[config.mk]
export PLATFORM = sky130hd
export DESIGN_NAME = ep_trk_top
export DESIGN_NICKNAME = d
export VERILOG_FILES = /design/src/rtl/ep_trk_pkg.sv /design/src/rtl/ep_out_banks.sv /design/src/rtl/ep_toggle_reg.sv /design/src/rtl/ep_stall_ctl.sv /design/src/rtl/ep_trk_top.sv
export SDC_FILE = /design/constraint.sdc
export NUM_CORES = 1
export LEC_CHECK = 0
export CAP_MARGIN = 20
export CORE_UTILIZATION = 30
export DETAILED_ROUTE_END_ITERATION = 16
export PLACE_DENSITY_LB_ADDON = 0.1
export SYNTH_ARGS = -nofsm -noshare
export SYNTH_HDL_FRONTEND = slang
export SYNTH_SLANG_ARGS = --single-unit
[constraint.sdc]
create_clock -name clk -period 2.9 [get_ports clk]
set_clock_uncertainty 0.2 [all_clocks]
set_input_delay 0.29 -clock clk [delete_from_list [all_inputs] [get_ports clk]]
set_output_delay 0.29 -clock clk [all_outputs]
set_load 0.005 [all_outputs]
[src/rtl/ep_trk_pkg.sv]
package ep_trk_pkg;
  localparam logic [1:0] PID_D0 = 2'd0;
  localparam logic [1:0] PID_D1 = 2'd1;
  localparam logic [1:0] PID_D2 = 2'd2;
  localparam logic [1:0] PID_MD = 2'd3;

  localparam logic [1:0] EPK_CTRL = 2'd0;
  localparam logic [1:0] EPK_ISO  = 2'd1;
  localparam logic [1:0] EPK_BULK = 2'd2;
  localparam logic [1:0] EPK_INTR = 2'd3;

  // DATA2/MDATA only belong to high-bandwidth isochronous endpoints
  function automatic logic pid_allowed(logic [1:0] kind, logic hb, logic [1:0] pid);
    return (pid[1] == 1'b0) || ((kind == EPK_ISO) && hb);
  endfunction

  // PID to use after an acknowledged IN packet
  function automatic logic [1:0] in_next_pid(logic [1:0] kind, logic hb, logic [1:0] sent);
    logic [1:0] nxt;
    if (kind == EPK_ISO) begin
      if (!hb) nxt = PID_D0;
      else if (sent == PID_D2) nxt = PID_D1;
      else nxt = PID_D0;
    end else begin
      nxt = (sent == PID_D0) ? PID_D1 : PID_D0;
    end
    return nxt;
  endfunction

  function automatic logic [7:0] status_byte(logic [1:0] field, logic stall);
    return {field, stall, 5'b00000};
  endfunction
endpackage

[src/rtl/ep_out_banks.sv]
module ep_out_banks #(
  parameter int NB = 2,
  localparam int PTR_W = (NB > 1) ? $clog2(NB) : 1,
  localparam int CNT_W = $clog2(NB + 1)
) (
  input  logic             clk,
  input  logic             rst_n,
  input  logic             flush,
  input  logic             wr_en,
  input  logic [1:0]       wr_pid,
  input  logic             rel_en,
  output logic             accept,
  output logic             front_load,
  output logic [1:0]       front_pid,
  output logic             busy,
  output logic [CNT_W-1:0] count
);
  logic [1:0]       pid_mem [NB];
  logic [PTR_W-1:0] rd_ptr, wr_ptr, rd_nxt;
  logic [CNT_W-1:0] cnt_nxt;
  logic             rel_do;

  function automatic logic [PTR_W-1:0] ptr_inc(logic [PTR_W-1:0] p);
    return (p == PTR_W'(NB - 1)) ? '0 : p + 1'b1;
  endfunction

  always_comb begin
    accept     = wr_en && (count < CNT_W'(NB));
    rel_do     = rel_en && (count != '0);
    rd_nxt     = rel_do ? ptr_inc(rd_ptr) : rd_ptr;
    cnt_nxt    = count - CNT_W'(rel_do) + CNT_W'(accept);
    front_load = (rel_do || (accept && (count == '0))) && (cnt_nxt != '0);
    front_pid  = (accept && (wr_ptr == rd_nxt)) ? wr_pid : pid_mem[rd_nxt];
  end

  always_ff @(posedge clk or negedge rst_n) begin
    if (!rst_n) begin
      rd_ptr <= '0;
      wr_ptr <= '0;
      count  <= '0;
      for (int i = 0; i < NB; i++) pid_mem[i] <= 2'd0;
    end else if (flush) begin
      rd_ptr <= '0;
      wr_ptr <= '0;
      count  <= '0;
    end else begin
      rd_ptr <= rd_nxt;
      count  <= cnt_nxt;
      if (accept) begin
        pid_mem[wr_ptr] <= wr_pid;
        wr_ptr          <= ptr_inc(wr_ptr);
      end
    end
  end

  assign busy = (count != '0);
endmodule

[src/rtl/ep_toggle_reg.sv]
module ep_toggle_reg (
  input  logic       clk,
  input  logic       rst_n,
  input  logic       force_d1,
  input  logic       load_en,
  input  logic [1:0] load_pid,
  input  logic       adv_en,
  input  logic [1:0] adv_pid,
  output logic [1:0] field
);
  import ep_trk_pkg::*;

  always_ff @(posedge clk or negedge rst_n) begin
    if (!rst_n)        field <= PID_D1;
    else if (force_d1) field <= PID_D1;
    else if (load_en)  field <= load_pid;
    else if (adv_en)   field <= adv_pid;
  end
endmodule

[src/rtl/ep_stall_ctl.sv]
module ep_stall_ctl (
  input  logic clk,
  input  logic rst_n,
  input  logic set_req,
  input  logic setup_clr,
  output logic stall
);
  always_ff @(posedge clk or negedge rst_n) begin
    if (!rst_n)         stall <= 1'b0;
    else if (setup_clr) stall <= 1'b0;
    else if (set_req)   stall <= 1'b1;
  end
endmodule

[src/rtl/ep_trk_top.sv]
module ep_trk_top #(
  parameter int NB     = 2,
  parameter int STAT_W = 32
) (
  input  logic              clk,
  input  logic              rst_n,
  input  logic [1:0]        ep_kind,
  input  logic              ep_is_in,
  input  logic              hb_iso,
  input  logic              tx_ack,
  input  logic [1:0]        tx_pid,
  input  logic              rx_wr,
  input  logic [1:0]        rx_pid,
  input  logic              bank_release,
  input  logic              setup_seen,
  input  logic              stall_req,
  input  logic              toggle_clr,
  input  logic              ep_disable,
  output logic [STAT_W-1:0] ep_status,
  output logic              hs_stall,
  output logic              out_bank_busy
);
  import ep_trk_pkg::*;

  localparam int CNT_W = $clog2(NB + 1);

  // named internal events
  logic             in_mode;
  logic             in_advance;
  logic [1:0]       in_pid_nxt;
  logic             rx_go;
  logic             rel_go;
  logic             rx_accept;
  logic             bank_load;
  logic [1:0]       bank_pid;
  logic [CNT_W-1:0] bank_cnt;
  logic             force_d1;
  logic [1:0]       field;
  logic             stall_bit;

  assign in_mode    = ep_is_in && (ep_kind != EPK_CTRL);
  assign in_advance = tx_ack && in_mode && !ep_disable;
  assign in_pid_nxt = in_next_pid(ep_kind, hb_iso, tx_pid);
  assign rx_go      = rx_wr && !in_mode && !ep_disable && pid_allowed(ep_kind, hb_iso, rx_pid);
  assign rel_go     = bank_release && !in_mode && !ep_disable;
  assign force_d1   = toggle_clr || ep_disable;

  ep_out_banks #(.NB(NB)) u_banks (
    .clk        (clk),
    .rst_n      (rst_n),
    .flush      (ep_disable),
    .wr_en      (rx_go),
    .wr_pid     (rx_pid),
    .rel_en     (rel_go),
    .accept     (rx_accept),
    .front_load (bank_load),
    .front_pid  (bank_pid),
    .busy       (out_bank_busy),
    .count      (bank_cnt)
  );

  ep_toggle_reg u_tgl (
    .clk      (clk),
    .rst_n    (rst_n),
    .force_d1 (force_d1),
    .load_en  (bank_load),
    .load_pid (bank_pid),
    .adv_en   (in_advance),
    .adv_pid  (in_pid_nxt),
    .field    (field)
  );

  ep_stall_ctl u_stall (
    .clk       (clk),
    .rst_n     (rst_n),
    .set_req   (stall_req),
    .setup_clr (setup_seen),
    .stall     (stall_bit)
  );

  always_comb begin
    ep_status      = '0;
    ep_status[7:0] = status_byte(field, stall_bit);
  end

  assign hs_stall = stall_bit;
endmodule

==> out/results.tsv <==
stage	metric	value	unit
job	cap_violations	0	
sta	hold_violations	0	
floorplan	core_area	2810	um2
floorplan	die_h	56.7	um
clock_tree	cts_tree	built	
final_layout	final_area	1300	um2
synth	avgSynthCellArea	9.06	um2
outcome	violations	DRC	
synth	synth.distinct_cells	31	
final_layout	n_antenna_cell	0	
route	ant_nets	0	
synth	synthesis.area	897	um2
route	drtPass1Iterations	10	
outcome	status	complete, but fails checks	
clock_tree	clock_path_buffers	2	
setup_path	cp.arrival	2810	ps
clock_tree	root_buffer	clkbuf_4	
route	drt-initial-drc-count	25	
floorplan	die_w	56.7	um
sta	maxSlewViolCount	0	
place	routabilityCongestion	0.803	
synth	ys_warn_count	0	
place	pre_cts_ws	-536	ps
global_routing	grt_pass1_vias	705	
global_routing	grt_overflow_total	0	
final_layout	fill_cells	279	
route	vias	745	
synth	synth_largest_area_cell	dfrtp_1	
clock_tree	clk-insertion-delay-late	270	ps
sta	period_needed	2830	ps
sta	slew_headroom	66.8	%
power	peakVddDrop	0.210	mV
final_layout	area_growth	45.3	%
setup_path	critPathSlowestCell	a2111o_1	
setup_path	critPathTopFamily	compound AO/OA/AOI/OAI gates	
setup_path	crit_path_max_fanout	4	
place	postPlaceCellArea	1120	um2
final_layout	fin_nets	166	
final_layout	final_core_util	46.5	%
final_layout	seqCellArea	277	um2
sta	worst_slew_pin_slew	497	ps
floorplan	die-area	3210	um2
synth	ys_seq_elements	11	
floorplan	rows	19	
setup_path	path_cells	dlygate4sd2_1 -> o21a_1 -> or2_4 -> buf_4 -> nor2_2 -> ha_4 -> inv_2 -> ha_4 -> xnor3_1 -> nor2b_4 -> a2111o_1 -> o41ai_2	
setup_path	path_common_cell	ha_4	
route	drt_wl_total	1880	um
floorplan	start_util	32.0	%
route	post_drt_wl_per_cell	10.6	um
final_layout	multi_input_area	544	um2
clock_tree	cts_htree_levels	1	
route	drc	16	
final_layout	drive_gt1_share	32.9	%
setup_path	cpPeakStageDelay	440	ps
setup_path	cp.required	2870	ps
floorplan	boundaryPins	51	
place	hpwlAfterDp	1380	um
sta	whs	151	ps
place	io_buffers	21	
synth	synth_area_leaders	dfrtp_1, buf_4, mux2_2	
global_routing	grt_pass1_wl	3110	um
sta	finalCritPeriodShare	97.7	%
global_routing	grt_antenna_before_repair	0	
sta	fmax	0.353	GHz
clock_tree	cts_num_sinks	11	
power	powerDensity	334	nW/um2
synth	synthCells	99	
clock_tree	clkTransAtPathRegs	70	ps
min_path	min_path_type	input port to async pin	
setup_path	path_buf_inv	3	
power	leakagePower	0.660	nW
clock_tree	cts_made_buffers	3	
sta	setup_viol	0	
setup_path	criticalPathCategory	input port to flip-flop	
setup_path	cp-end-kind	flip-flop	
global_routing	grtUsageTotal	13.0	%
setup_path	crit_path_start_kind	input port	
global_routing	grt_max_degree	12	
synth	seq_area_frac_synth	30.8	%
route	viasPerCell	4.21	
sta	layout_setup_ws	65.9	ps
synth	synth_top_area_share	27.9	%
cells in the mapped netlist:
cell and n:
a2111o_1 1, a211oi_1 2, a21o_2 1, a21oi_1 1, a31oi_1 1, buf_4 30
clkbuf_1 1, conb_1 1, dfrtp_1 10, dfstp_2 1, ha_1 2, inv_1 4
mux2_2 5, nand2_1 4, nand4_1 1, nor2_1 10, nor2b_1 4, nor3_1 2
nor3b_1 1, nor4_1 2, o211ai_1 1, o21a_1 3, o21ai_0 1, o21ai_1 1
o31a_1 1, o31ai_1 1, o41ai_2 1, or2_2 3, xnor2_1 1, xnor3_1 1
xor2_1 1
metrics by stage:
step | power (W) | TNS (ps) | cells
3_5_place_dp | 0.000309 | -1000 | 160
5_1_grt | 0.000471 | -22.0 | 177
4_1_cts | 0.000427 | 0 | 173
3_3_place_gp | 0.000309 | -855 | 160
6_report | 0.000435 | 0 | 177
2_1_floorplan | 0.000278 | 0 | 127
area by class of cell:
type | instances | share of cell area (%)
Clock buffer | 4 | 2.02
Inverter | 4 | 1.15
Multi-Input combinational cell | 81 | 41.7
Sequential cell | 11 | 21.2
Tap cell | 31 | 2.98
Timing Repair Buffer | 46 | 30.9
final timing paths:
check                           depth (start not counted)                        endpoint  slack, ps                      startpoint
worst max-delay path                                   12      u_tgl.field[1]$_DFFE_PN0P_         70                      ep_kind[0]
worst min-delay path                                    1  u_banks.pid_mem[1]$_DFFE_PN0P_        150                           rst_n
worst max register to register                          9      u_tgl.field[1]$_DFFE_PN0P_        150      u_banks.count[1]$_DFF_PN0_
worst min register to register                          1  u_banks.pid_mem[2]$_DFFE_PN0P_        310  u_banks.pid_mem[2]$_DFFE_PN0P_
max in group asynchronous                               1      u_tgl.field[0]$_DFFE_PN1P_       1990                           rst_n
min in group clk                                        3      u_banks.count[1]$_DFF_PN0_        230                      ep_disable
state kept, by name, summed over array words and instances, names as in the netlist:
signal / count
u_banks.count: 2
u_stall.stall: 1
u_tgl.field: 2
u_banks.pid_mem: 4
u_banks.rd_ptr: 1
u_banks.wr_ptr: 1
layer usage:
layer / GRT usage, % / wire length, um / share of wire [%]
met4: 7.86 / 29 / 1.5
met1: 15.6 / 834 / 44
met5: 0 / 0 / 0
met2: 21.1 / 906 / 48
met3: 2.53 / 114 / 6.1
repair_timing:
action / CTS / global route
hold buffers: 0 / 0
gates resized for setup: 6 / 14
pin swaps: 4 / 5
buffers inserted: 9 / 4
setup endpoints to repair: 2 / 4
cells by family after synthesis:
| kind of cell | Yosys count | synth area share [%] |
|---|---|---|
| xor+xnor | 3 | 4.46 |
| simple gates | 27 | 14.8 |
| fa+ha+maj | 2 | 2.79 |
| other cells | 1 | 0.418 |
| buf+inv | 35 | 27.2 |
| mux | 5 | 6.28 |
| flops | 11 | 30.8 |
| compound gates | 15 | 13.2 |
power by group:
| part | total (W) | switching [W] | internal, W |
|---|---|---|---|
| Clock | 0.000105 | 0.0000515 | 0.0000532 |
| Sequential | 0.000187 | 0.0000128 | 0.000174 |
| Combinational | 0.000144 | 0.0000577 | 0.0000858 |
cell usage in the layout, fill, tap and decap left out, drive strengths merged, types with 2 or more instances in the layout:
master,instances
conb,29
buf,25
clkdlybuf4s50,15
dfrtp,10
nor2,10
mux2,5
nand2,4
clkbuf,4
nor2b,4
inv,4
o21a,3
dlymetal6s2s,3
or2,3
nor4,2
a211oi,2
ha,2
dlygate4sd2,2
nor3,2
o21ai,2
Note: power is estimated with default switching activity, not from simulation.
